[src/rtl/pin_irq_pkg.sv]
`timescale 1ns/1ps
// Package: pin_irq_pkg
// Shared register offsets and the register-select type for the pin
// interrupt detector. Assumes a 12-bit byte offset bus.
package pin_irq_pkg;

    localparam int ADDR_W = 12;

    // Register offsets, fixed because system software decodes them.
    localparam logic [ADDR_W-1:0] OFS_MASK_VIEW = 12'h20C;
    localparam logic [ADDR_W-1:0] OFS_UNMASK    = 12'h210;
    localparam logic [ADDR_W-1:0] OFS_MASK_SET  = 12'h214;
    localparam logic [ADDR_W-1:0] OFS_PENDING   = 12'h218;
    localparam logic [ADDR_W-1:0] OFS_KIND      = 12'h21C;
    localparam logic [ADDR_W-1:0] OFS_SENSE     = 12'h220;
    localparam logic [ADDR_W-1:0] OFS_DUAL      = 12'h224;

    typedef enum logic [2:0] {
        SEL_NONE,
        SEL_MASK_VIEW,
        SEL_UNMASK,
        SEL_MASK_SET,
        SEL_PENDING,
        SEL_KIND,
        SEL_SENSE,
        SEL_DUAL
    } reg_sel_e;

    // Map a bus offset onto the register it addresses.
    function automatic reg_sel_e decode_offset(input logic [ADDR_W-1:0] ofs);
        case (ofs)
            OFS_MASK_VIEW: decode_offset = SEL_MASK_VIEW;
            OFS_UNMASK:    decode_offset = SEL_UNMASK;
            OFS_MASK_SET:  decode_offset = SEL_MASK_SET;
            OFS_PENDING:   decode_offset = SEL_PENDING;
            OFS_KIND:      decode_offset = SEL_KIND;
            OFS_SENSE:     decode_offset = SEL_SENSE;
            OFS_DUAL:      decode_offset = SEL_DUAL;
            default:       decode_offset = SEL_NONE;
        endcase
    endfunction

endpackage

[src/rtl/pin_irq_regs.sv]
`timescale 1ns/1ps
// Module: pin_irq_regs
// Holds the per-pin configuration (kind, sense, dual-edge) and the mask,
// turns bus writes into mask updates and a pending-clear vector, and
// drives the combinational read mux. Assumes one write per bus_wr pulse.
module pin_irq_regs
    import pin_irq_pkg::*;
#(
    parameter int NUM_PINS = 32
) (
    input  logic                clk,
    input  logic                rst_n,
    input  logic                bus_wr,
    input  logic [ADDR_W-1:0]   bus_addr,
    input  logic [NUM_PINS-1:0] bus_wdata,
    input  logic [NUM_PINS-1:0] pending_q,
    output logic [NUM_PINS-1:0] kind_q,
    output logic [NUM_PINS-1:0] sense_q,
    output logic [NUM_PINS-1:0] dual_q,
    output logic [NUM_PINS-1:0] mask_q,
    output logic [NUM_PINS-1:0] clear_vec,
    output logic [NUM_PINS-1:0] bus_rdata
);

    localparam logic [NUM_PINS-1:0] ALL_ONES = {NUM_PINS{1'b1}};

    reg_sel_e sel;

    // Decode the current bus offset once for both write and read paths.
    always_comb sel = decode_offset(bus_addr);

    // Configuration registers: plain read/write storage.
    always_ff @(posedge clk) begin
        if (!rst_n) begin
            kind_q  <= '0;
            sense_q <= '0;
            dual_q  <= '0;
        end else if (bus_wr) begin
            if (sel == SEL_KIND)  kind_q  <= bus_wdata;
            if (sel == SEL_SENSE) sense_q <= bus_wdata;
            if (sel == SEL_DUAL)  dual_q  <= bus_wdata;
        end
    end

    // Mask register: reset masked, changed only through the two strobes.
    always_ff @(posedge clk) begin
        if (!rst_n) begin
            mask_q <= ALL_ONES;
        end else if (bus_wr && sel == SEL_UNMASK) begin
            mask_q <= mask_q & ~bus_wdata;
        end else if (bus_wr && sel == SEL_MASK_SET) begin
            mask_q <= mask_q | bus_wdata;
        end
    end

    // Pending-clear vector: the ones written to the pending offset.
    always_comb clear_vec = (bus_wr && sel == SEL_PENDING) ? bus_wdata : '0;

    // Read mux; write-only strobes and unknown offsets return zero.
    always_comb begin
        case (sel)
            SEL_MASK_VIEW: bus_rdata = mask_q;
            SEL_PENDING:   bus_rdata = pending_q;
            SEL_KIND:      bus_rdata = kind_q;
            SEL_SENSE:     bus_rdata = sense_q;
            SEL_DUAL:      bus_rdata = dual_q;
            default:       bus_rdata = '0;
        endcase
    end

    // ones written to the unmask strobe are unmasked on the next cycle.
    p_unmask_strobe_r2: assert property (@(posedge clk) disable iff (!rst_n)
        (bus_wr && bus_addr == OFS_UNMASK) |=> ((mask_q & $past(bus_wdata)) == '0));

    // ones written to the mask strobe are masked on the next cycle.
    p_mask_strobe_r2: assert property (@(posedge clk) disable iff (!rst_n)
        (bus_wr && bus_addr == OFS_MASK_SET) |=> ((~mask_q & $past(bus_wdata)) == '0));

    // the mask view offset is read-only.
    p_mask_view_ro_r2: assert property (@(posedge clk) disable iff (!rst_n)
        (bus_wr && bus_addr == OFS_MASK_VIEW) |=> $stable(mask_q));

endmodule

[src/rtl/pin_irq_detect.sv]
`timescale 1ns/1ps
// Module: pin_irq_detect
// Per-pin event detector. Each pin compares its level with the level
// seen on the previous clock for edges, or with its sense bit for levels.
// Assumes pin_lvl is already synchronous to clk.
module pin_irq_detect #(
    parameter int NUM_PINS = 32
) (
    input  logic                clk,
    input  logic                rst_n,
    input  logic [NUM_PINS-1:0] pin_lvl,
    input  logic [NUM_PINS-1:0] kind_q,
    input  logic [NUM_PINS-1:0] sense_q,
    input  logic [NUM_PINS-1:0] dual_q,
    output logic [NUM_PINS-1:0] event_vec
);

    logic [NUM_PINS-1:0] prev_q;

    // Previous-level history; loaded during reset so no edge appears at exit.
    always_ff @(posedge clk) begin
        if (!rst_n) prev_q <= pin_lvl;
        else        prev_q <= pin_lvl;
    end

    for (genvar p = 0; p < NUM_PINS; p++) begin : g_pin
        logic rise, fall, edge_hit, level_hit;

        // Decode one pin's event from its three configuration bits.
        always_comb begin
            rise      = pin_lvl[p] & ~prev_q[p];
            fall      = ~pin_lvl[p] & prev_q[p];
            edge_hit  = dual_q[p] ? (rise | fall) : (sense_q[p] ? rise : fall);
            level_hit = sense_q[p] ? pin_lvl[p] : ~pin_lvl[p];
            event_vec[p] = kind_q[p] ? edge_hit : level_hit;
        end
    end

    // an edge-configured pin reports an event only when its level changed.
    p_edge_needs_change_r3: assert property (@(posedge clk) disable iff (!rst_n)
        ((event_vec & kind_q & ~(pin_lvl ^ prev_q)) == '0));

    // a level-configured pin reports an event only while at its sense level.
    p_level_matches_sense_r5: assert property (@(posedge clk) disable iff (!rst_n)
        ((event_vec & ~kind_q & (pin_lvl ^ sense_q)) == '0));

endmodule

[src/rtl/pin_irq_pending.sv]
`timescale 1ns/1ps
// Module: pin_irq_pending
// Sticky pending register with write-one-to-clear and event priority,
// plus the masked OR that forms the interrupt request. Masking never
// stops latching; it only gates the output.
module pin_irq_pending #(
    parameter int NUM_PINS = 32
) (
    input  logic                clk,
    input  logic                rst_n,
    input  logic [NUM_PINS-1:0] event_vec,
    input  logic [NUM_PINS-1:0] clear_vec,
    input  logic [NUM_PINS-1:0] mask_q,
    output logic [NUM_PINS-1:0] pending_q,
    output logic                irq
);

    // Latch events; a same-cycle event overrides a clear of that bit.
    always_ff @(posedge clk) begin
        if (!rst_n) pending_q <= '0;
        else        pending_q <= (pending_q & ~clear_vec) | event_vec;
    end

    // Deliver any pending bit whose pin is unmasked.
    always_comb irq = |(pending_q & ~mask_q);

    // a pending bit only drops when a one was written to it.
    p_sticky_r6: assert property (@(posedge clk) disable iff (!rst_n)
        1'b1 |=> ((($past(pending_q) & ~$past(clear_vec)) & ~pending_q) == '0));

    // every detected event is pending on the next cycle, clear or not.
    p_event_wins_r9: assert property (@(posedge clk) disable iff (!rst_n)
        (event_vec != '0) |=> ((pending_q & $past(event_vec)) == $past(event_vec)));

    // with every pin masked the request stays low.
    p_all_masked_quiet_r8: assert property (@(posedge clk) disable iff (!rst_n)
        (&mask_q) |-> !irq);

endmodule

[src/rtl/pin_irq_ctrl.sv]
`timescale 1ns/1ps
// Module: pin_irq_ctrl
// Top of the bank pin interrupt detector: register file, per-pin event
// detection and sticky pending logic. Assumes synchronized pin inputs
// and a bus data width equal to the number of pins.
module pin_irq_ctrl
    import pin_irq_pkg::*;
#(
    parameter int NUM_PINS = 32
) (
    input  logic                clk,
    input  logic                rst_n,
    input  logic [NUM_PINS-1:0] pin_lvl,
    input  logic                bus_wr,
    input  logic [ADDR_W-1:0]   bus_addr,
    input  logic [NUM_PINS-1:0] bus_wdata,
    output logic [NUM_PINS-1:0] bus_rdata,
    output logic                irq
);

    logic [NUM_PINS-1:0] kind_q, sense_q, dual_q, mask_q;
    logic [NUM_PINS-1:0] clear_vec, event_vec, pending_q;

    pin_irq_regs #(.NUM_PINS(NUM_PINS)) i_regs (
        .clk       (clk),
        .rst_n     (rst_n),
        .bus_wr    (bus_wr),
        .bus_addr  (bus_addr),
        .bus_wdata (bus_wdata),
        .pending_q (pending_q),
        .kind_q    (kind_q),
        .sense_q   (sense_q),
        .dual_q    (dual_q),
        .mask_q    (mask_q),
        .clear_vec (clear_vec),
        .bus_rdata (bus_rdata)
    );

    pin_irq_detect #(.NUM_PINS(NUM_PINS)) i_detect (
        .clk       (clk),
        .rst_n     (rst_n),
        .pin_lvl   (pin_lvl),
        .kind_q    (kind_q),
        .sense_q   (sense_q),
        .dual_q    (dual_q),
        .event_vec (event_vec)
    );

    pin_irq_pending #(.NUM_PINS(NUM_PINS)) i_pending (
        .clk       (clk),
        .rst_n     (rst_n),
        .event_vec (event_vec),
        .clear_vec (clear_vec),
        .mask_q    (mask_q),
        .pending_q (pending_q),
        .irq       (irq)
    );

    // a pending bit on a pin that just became unmasked raises the request.
    p_unmask_delivers_r7: assert property (@(posedge clk) disable iff (!rst_n)
        ((pending_q & ~mask_q) != '0) |-> irq);

endmodule

[config.mk]
export PLATFORM = sky130hd
export DESIGN_NAME = pin_irq_ctrl
export DESIGN_NICKNAME = d
export VERILOG_FILES = /design/src/rtl/pin_irq_pkg.sv /design/src/rtl/pin_irq_regs.sv /design/src/rtl/pin_irq_detect.sv /design/src/rtl/pin_irq_pending.sv /design/src/rtl/pin_irq_ctrl.sv
export SDC_FILE = /design/constraint.sdc
export NUM_CORES = 1
export LEC_CHECK = 0
export BUFFER_PORTS_ARGS = -buffer_cell sky130_fd_sc_hd__buf_2
export CAP_MARGIN = 40
export CORE_MARGIN = 3
export CORE_UTILIZATION = 55
export CTS_CLUSTER_SIZE = 24
export DETAILED_ROUTE_END_ITERATION = 8
export HOLD_SLACK_MARGIN = 0.05
export PLACE_DENSITY = 0.75
export SLEW_MARGIN = 30
export SYNTH_ARGS = -nofsm -noshare
export SYNTH_HDL_FRONTEND = slang
export SYNTH_SLANG_ARGS = --single-unit
export TNS_END_PERCENT = 1
[constraint.sdc]
create_clock -name clk -period 2.6 [get_ports clk]
set_input_delay 0.52 -clock clk [delete_from_list [all_inputs] [get_ports clk]]
set_output_delay 0.52 -clock clk [all_outputs]
set_load 0.01 [all_outputs]
==> reports/results.md, run 1 <==
| Stage | Parameter | Reported |
| --- | --- | --- |
| timing | Setup-failing EPs final | 1 |
| power | Max IR drop VDD | 0.4731 mV |
| clock network | Root Buffer Master | clkbuf_16 |
| setup path | Worst path max stage delay | 570 ps |
| global route | Global route overflow | 0 |
| timing | Worst Tran Pin Value | 486.2 ps |
| min path | Type of the most critical hold path | in2reg |
| timing | Clock skew | 7.185 ps |
| global route | Met2 Track Usage GR | 0.4676 |
| floorplan | Core area | 18890 um2 |
| global route | Via count of the first global-routing pass | 9073 |
| timing | Fin Hold WS | 232.2 ps |
| clock network | Clock insertion delay at the later pin of the skew report | 430 ps |
| yosys | Combined area of all synthesized cells | 10690 um2 |
| yosys | Post-synth EDFFs | 0 |
| timing | Final count of hold timing violations | 0 |
| setup path | Critical path buffer and inverter count | 3 |
| timing | PnR worst setup slack | -2.345 ps |
| global route | Routing usage on met1 | 0.3604 |
| setup path | Classification of the worst setup path | in2out |
| floorplan | Io pins | 112 |
| yosys | Sequential fraction of the synthesis area | 0.3596 |
| timing | Final cycle utilization of the critical path | 1.001 |
| setup path | Cell breakdown of the critical path | buf_6 -> or4b_4 -> or3_4 -> buf_12 -> o22ai_1 -> buf_2 |
| detailed routing | Iteration-0 DRC count of the detailed router | 774 |
| setup path | CP top delay family | simple AND/OR/NAND/NOR gates |
| final layout | Share of post-route cells with drive strength above 1 | 0.2004 |
| yosys | Post-synthesis async set-or-reset flop share | 0 |
| timing | Slew headroom | 0.6759 |
| setup path | CP max FO | 13 |
| final layout | NumNets Final | 1477 |
| detailed routing | Drt first pass iters | 7 |
| global route | Initial antenna violation count | 1 |
| power | Lkg Pwr | 0.005486 uW |
| yosys | Count of synthesis-stage warnings from yosys | 0 |
| run status | Outcome | finished, violations left |
| yosys | Post-Syn Area per Cell | 8.668 um2 |
| clock network | CTS clk-pin slew, worst paths | 70 ps |
| floorplan | Die outline height | 145.4 um |
| timing | Final min period | 2602 ps |
| clock network | CTS buffer count | 17 |
| job | Number of max-cap violations | 0 |
| yosys | Number of instances in the synthesized netlist | 1233 |
| setup path | Number of gates on the worst path with buffers counted | 6 |
| yosys | Count of unique library cells instantiated by Yosys | 46 |
| floorplan | Row cnt | 50 |
| detailed routing | DRC | 0 |
| yosys | Dominant cell type by area after synthesis | dfxtp_1 |
| setup path | Critical path arrival | 2080 ps |
| setup path | Number of cells on the worst reg-to-reg path | 5 |
| run status | Violations in the final reports | setup timing |
| global route | Peak-usage layer in the global routing report | met2 |
| clock network | Clock tree from TritonCTS | yes |
| floorplan | Area of the die | 21140 um2 |
| yosys | Top area cells in the synthesized netlist | dfxtp_1 (36%), ha_1 (7.5%), mux2i_1 (6.0%) |
| timing | Setup Total Neg Slack | -2.345 ps |
| final layout | Area delta synth->final | 16.60% |
| setup path | Critical path data required time | 2080 ps |
| yosys | FF+latch count, synth | 192 |
| detailed routing | Overall via count from detail_route | 9468 |
| detailed routing | Post-Route WL | 29.68 mm |
| placed design | Detailed-placement wirelength estimate | 19.95 mm |
| global route | All-layer global routing usage | 0.2766 |
| yosys | Fraction of synthesized cell area taken by the top area cell type | 0.3596 |
| clock network | Number of clock sinks | 192 |
| floorplan | Initial Util | 0.5657 |
| yosys | Synthesized net count | 1376 |
| setup path | Slowest cell on crit path | or4b_4 |
| global route | Global-route met3 utilization | 0.05201 |
| placed design | Number of port buffers | 111 |
| final layout | Final Util | 0.6596 |
| clock network | Clock Tree Buf Depth | 2 |
| global route | Largest net degree at the start of global routing | 65 |
| timing | Max Fclk | 384.3 MHz |
| yosys | Most used flip-flop cell after synthesis | dfxtp_1 |
| clock network | Clock H-tree levels | 4 |
| final layout | Most common cell after layout, fill and taps aside | dfxtp_1 |
| floorplan | Horizontal die dimension | 145.4 um |
| setup path | Critical Path Start Type | input pin |
| power | Total power per unit cell area | 514.5 nW/um2 |
| clock network | Cts hold-fix bufs | 0 |
| final layout | Commonest non-fill, non-tap cells in the layout | dfxtp_1 (192), nand2_1 (130), inv_1 (128) |
| global route | Wire length of the first global-routing pass | 47.96 mm |
| timing | Max-slew violation count | 0 |
| detailed routing | Average via count per standard cell | 5.888 |
| placed design | Gp weighted congestion | 0.8666 |
| min path | Hold Path Cell Cnt | 1 |
| detailed routing | Residual antenna-violating net count after detailed routing | 0 |
| setup path | Element type at the critical path end | output port |
| power | Power consumption | 6411 uW |
| detailed routing | Average routed wire per standard cell | 18.46 um |
| timing | Unrepaired setup endpoints after global routing | true |
==> area by class of cell <==
type                            count  area, um2
Multi-Input combinational cell    835       6060
Timing Repair Buffer              160       1139
Tap cell                          260      325.3
Clock inverter                     12      155.1
Antenna cell                        1      2.502
Clock buffer                       20      456.7
Inverter                          128      480.5
Sequential cell                   192       3844
Fill cell                        1567       6431
==> metal layers <==
metal  wire, um  vias to the layer above
li1           -                     4508
met1      12810                     4559
met2      14260                      338
met3       1833                       63
met4        771                        0
met5          0                        -
==> worst paths after layout <==
check                           from                      to  slack (ps)
hold / removal            pin_lvl[7]      i_detect.prev_q[7]         230
setup / recovery         bus_addr[8]           bus_rdata[14]          -2
hold reg to reg    i_regs.kind_q[30]       i_regs.kind_q[30]         480
setup reg to reg  i_detect.prev_q[5]  i_pending.pending_q[5]        1150
==> timing repair <==
| action | in CTS | in global routing |
|---|---|---|
| setup buffers | 1 | 0 |
| hold endpoints to repair | 0 | 0 |
| pin swaps | 1 | 6 |
| gates cloned | 1 | 0 |
| resized for setup | 1 | 8 |
| endpoints found under the setup margin | 26 | 32 |
==> synth_stat cells (all sizes together) (35+ instances only) <==
cell type    n
nand2      130
clkbuf      47
a21boi      48
o21ai       64
ha          64
nor2b       51
nand4       35
inv        128
dfxtp      192
nand3       64
o22ai       48
mux2i       64
==> through the flow <==
step	worst slack (ps)	cell area [um2]	cells
6_report	-2.345	12460	1608
5_1_grt	-30.24	12460	1608
4_1_cts	0.04707	12410	1607
3_5_place_dp	-53.60	11750	1573
3_3_place_gp	-45.41	11750	1573
2_1_floorplan	72.04	10690	1233
==> where the power goes <==
group	leakage [uW]	switching [uW]	internal, uW
sequential	0.00157	44.8	3000
combinational	0.00362	341	252
clock	0.000297	1200	1570
total	0.00549	1580	4830
==> cell families after synthesis <==
kind of cell	Yosys count	synth area share
AO/OA/AOI/OAI	323	0.2175
XOR/XNOR	32	0.02622
adder cells (fa/ha/maj)	64	0.07492
buffers and inverters	206	0.07773
flip-flops	192	0.3596
multiplexers	96	0.09365
AND/OR/NAND/NOR	320	0.1503
Power figures use the tool's default switching activity.
==> inputs of run 2 (changes only) <==
--- a/config.mk
+++ b/config.mk
@@ -7,12 +7,14 @@
 export LEC_CHECK = 0
 export BUFFER_PORTS_ARGS = -buffer_cell sky130_fd_sc_hd__buf_2
 export CAP_MARGIN = 40
+export CELL_PAD_IN_SITES_DETAIL_PLACEMENT = 1
+export CELL_PAD_IN_SITES_GLOBAL_PLACEMENT = 1
 export CORE_MARGIN = 3
-export CORE_UTILIZATION = 55
+export CORE_UTILIZATION = 45
 export CTS_CLUSTER_SIZE = 24
 export DETAILED_ROUTE_END_ITERATION = 8
-export HOLD_SLACK_MARGIN = 0.05
-export PLACE_DENSITY = 0.75
+export PLACE_DENSITY = 0.8
+export SKIP_CTS_REPAIR_TIMING = 1
 export SLEW_MARGIN = 30
 export SYNTH_ARGS = -nofsm -noshare
 export SYNTH_HDL_FRONTEND = slang
==> run 2 against run 1 <==
Effect of this change: the run still ends with setup timing left; register-to-register slack worse by 20 ps; sequential share of layout area fell by 0.15 points; clock skew is essentially flat; worst hold slack got worse by 0.57 ps; sequential cell count stayed put; total power fell by 1.1%; setup slack got worse by 15 ps; maximum frequency down 0.58%; core utilization is 11 points lower; die area increased by 21%; critical path depth up 1; sequential power is essentially flat; largest power group unchanged.
==> reports/results.md, run 2 (synthesized netlist as in run 1, its figures left out) <==
| Stage | Parameter | Reported | Delta |
| --- | --- | --- | --- |
| detailed routing | Drt first pass iters | 5 | -2 |
| detailed routing | Average routed wire per standard cell | 21.01 um | +14% |
| setup path | Register-to-Register Setup Slack | 1130 ps | -20 ps |
| global route | Wire length of the first global-routing pass | 54.04 mm | +13% |
| min path | Type of the most critical hold path | in2reg |  |
| setup path | End of the worst register-to-register path | i_pending.pending_q[6] |  |
| setup path | Critical path arrival | 2100 ps | +20 ps |
| setup path | Critical Path Start Type | input pin |  |
| timing | Slew headroom | 0.6663 | -0.009563 |
| floorplan | Initial Util | 0.4650 | -0.1007 |
| clock network | Number of clock sinks | 192 | unchanged |
| setup path | Classification of the worst setup path | in2out |  |
| final layout | ANT cells | 0 | -1 |
| placed design | Number of port buffers | 111 | unchanged |
| setup path | CP max FO | 6 | -7 |
| setup path | Number of cells on the worst reg-to-reg path | 6 | +1 |
| detailed routing | Residual antenna-violating net count after detailed routing | 0 | unchanged |
| floorplan | Row cnt | 55 | +10% |
| setup path | Element type at the critical path end | output port |  |
| power | Power consumption | 6343 uW | -1.1% |
| clock network | CTS buffer count | 17 | unchanged |
| timing | Setup-failing EPs final | 2 | +1 |
| timing | Clock skew | 7.315 ps | +0.1301 ps |
| clock network | Clock H-tree levels | 4 | unchanged |
| detailed routing | Average via count per standard cell | 5.796 | -1.6% |
| job | Number of max-cap violations | 0 | unchanged |
| floorplan | Area of the die | 25640 um2 | +21% |
| power | Total power per unit cell area | 506.5 nW/um2 | -1.5% |
| run status | Outcome | finished, violations left |  |
| clock network | Clock Tree Buf Depth | 2 | unchanged |
| placed design | Worst setup slack before clock tree synthesis | -111.1 ps | -57.53 ps |
| global route | Initial antenna violation count | 1 | unchanged |
| timing | Max-slew violation count | 0 | unchanged |
| clock network | Clock insertion delay at the later pin of the skew report | 440 ps | about the same |
| clock network | Root Buffer Master | clkbuf_16 |  |
| floorplan | Die outline height | 160.1 um | +10% |
| final layout | Area delta synth->final | 17.16% |  |
| timing | Final cycle utilization of the critical path | 1.007 | +0.005847 |
| floorplan | Horizontal die dimension | 160.1 um | +10% |
| timing | Worst Tran Pin Value | 500.6 ps | +14.35 ps |
| placed design | Gp weighted congestion | 0.8614 | -0.60% |
| power | Lkg Pwr | 0.005477 uW | -0.16% |
| detailed routing | DRC | 0 | unchanged |
| timing | PnR worst setup slack | -17.55 ps | -15.20 ps |
| clock network | Clock tree from TritonCTS | yes |  |
| min path | Worst Min Path Start | pin_lvl[1] |  |
| floorplan | Io pins | 112 | unchanged |
| detailed routing | Post-Route WL | 34.79 mm | +17% |
| setup path | Critical R2R Launch | i_detect.prev_q[6] |  |
| min path | Hold Crit Endpoint | i_detect.prev_q[1] |  |
| detailed routing | Overall via count from detail_route | 9598 | +1.4% |
| global route | Global route overflow | 0 | unchanged |
| timing | Setup Total Neg Slack | -31.51 ps | -29.17 ps |
| min path | Hold Path Cell Cnt | 1 | unchanged |
| final layout | Share of post-route cells with drive strength above 1 | 0.2018 | +0.001342 |
| timing | Unrepaired setup endpoints after global routing | true |  |
| final layout | Commonest non-fill, non-tap cells in the layout | dfxtp_1 (192), nand2_1 (129), inv_1 (128) |  |
| setup path | Launch point of the worst path | bus_addr[5] |  |
| timing | Max Fclk | 382.0 MHz | -0.58% |
| timing | Final count of hold timing violations | 0 | unchanged |
| run status | Violations in the final reports | setup timing |  |
| power | Max IR drop VDD | 0.2893 mV | -39% |
| setup path | Critical path data required time | 2080 ps | about the same |
| final layout | Final standard cell count with taps included and fillers excluded | 1656 | +3.0% |
| global route | Largest net degree at the start of global routing | 65 | unchanged |
| final layout | Most common cell after layout, fill and taps aside | dfxtp_1 |  |
| placed design | Detailed-placement wirelength estimate | 23.93 mm | +20% |
| detailed routing | Iteration-0 DRC count of the detailed router | 677 | -13% |
| timing | Final min period | 2618 ps | +15.20 ps |
| clock network | CTS clk-pin slew, worst paths | 70 ps | about the same |
| global route | Via count of the first global-routing pass | 9999 | +10% |
| floorplan | Core area | 22980 um2 | +22% |
| global route | All-layer global routing usage | 0.2628 | -0.01379 |
| placed design | Placed Instances | 1625 | +3.3% |
| final layout | NumNets Final | 1478 | +0.068% |
run 2: worst max path at each step:
stage               endpoint  slack, ps  cells past startpoint
2_1_floorplan  bus_rdata[14]         70                      5
3_3_place_gp   bus_rdata[26]        -80                      6
3_5_place_dp    bus_rdata[7]       -110                      6
4_1_cts         bus_rdata[7]       -110                      6
5_1_grt        bus_rdata[18]        -30                      8
6_report       bus_rdata[26]        -20                      7
run 2: final cells by class:
cell class,instances,area [um2]
repair buffers,161,1139
clock buffers,21,460.4
flip-flops and latches,192,3844
well taps,313,391.6
inverters,128,480.5
fillers,2746,10460
clock inverters,6,108.9
multi-input cells,835,6098
run 2: stage by stage:
step           cell area (um2)    util  hold WS [ps]
2_1_floorplan            10690       -         448.2
3_3_place_gp             11780  0.5123         462.7
3_5_place_dp             11780  0.5123         468.9
4_1_cts                  12340  0.5371         217.6
5_1_grt                  12520  0.5448         220.4
6_report                 12520  0.5448         231.6
run 2: power by group:
group	total (uW)	switching [uW]	leakage, uW	internal [uW]
clock network	2680	1140	0.000281	1540
registers	3050	48.9	0.00157	3000
logic	615	364	0.00363	251
run 2: worst max-delay path, stage by stage:
cell and delay [ps]:
buf_6 90, or4b_4 550, nor4_4 290, buf_12 180
buf_12 140, a22o_1 170, buf_2 150
run 2: metal layers:
layer  share of wire  routed length, um  track usage
met1            0.41              14430       0.3133
met5         0.00037                 13            0
met2            0.51              17700       0.4601
met3           0.047               1651      0.05318
met4           0.029               1000       0.1097
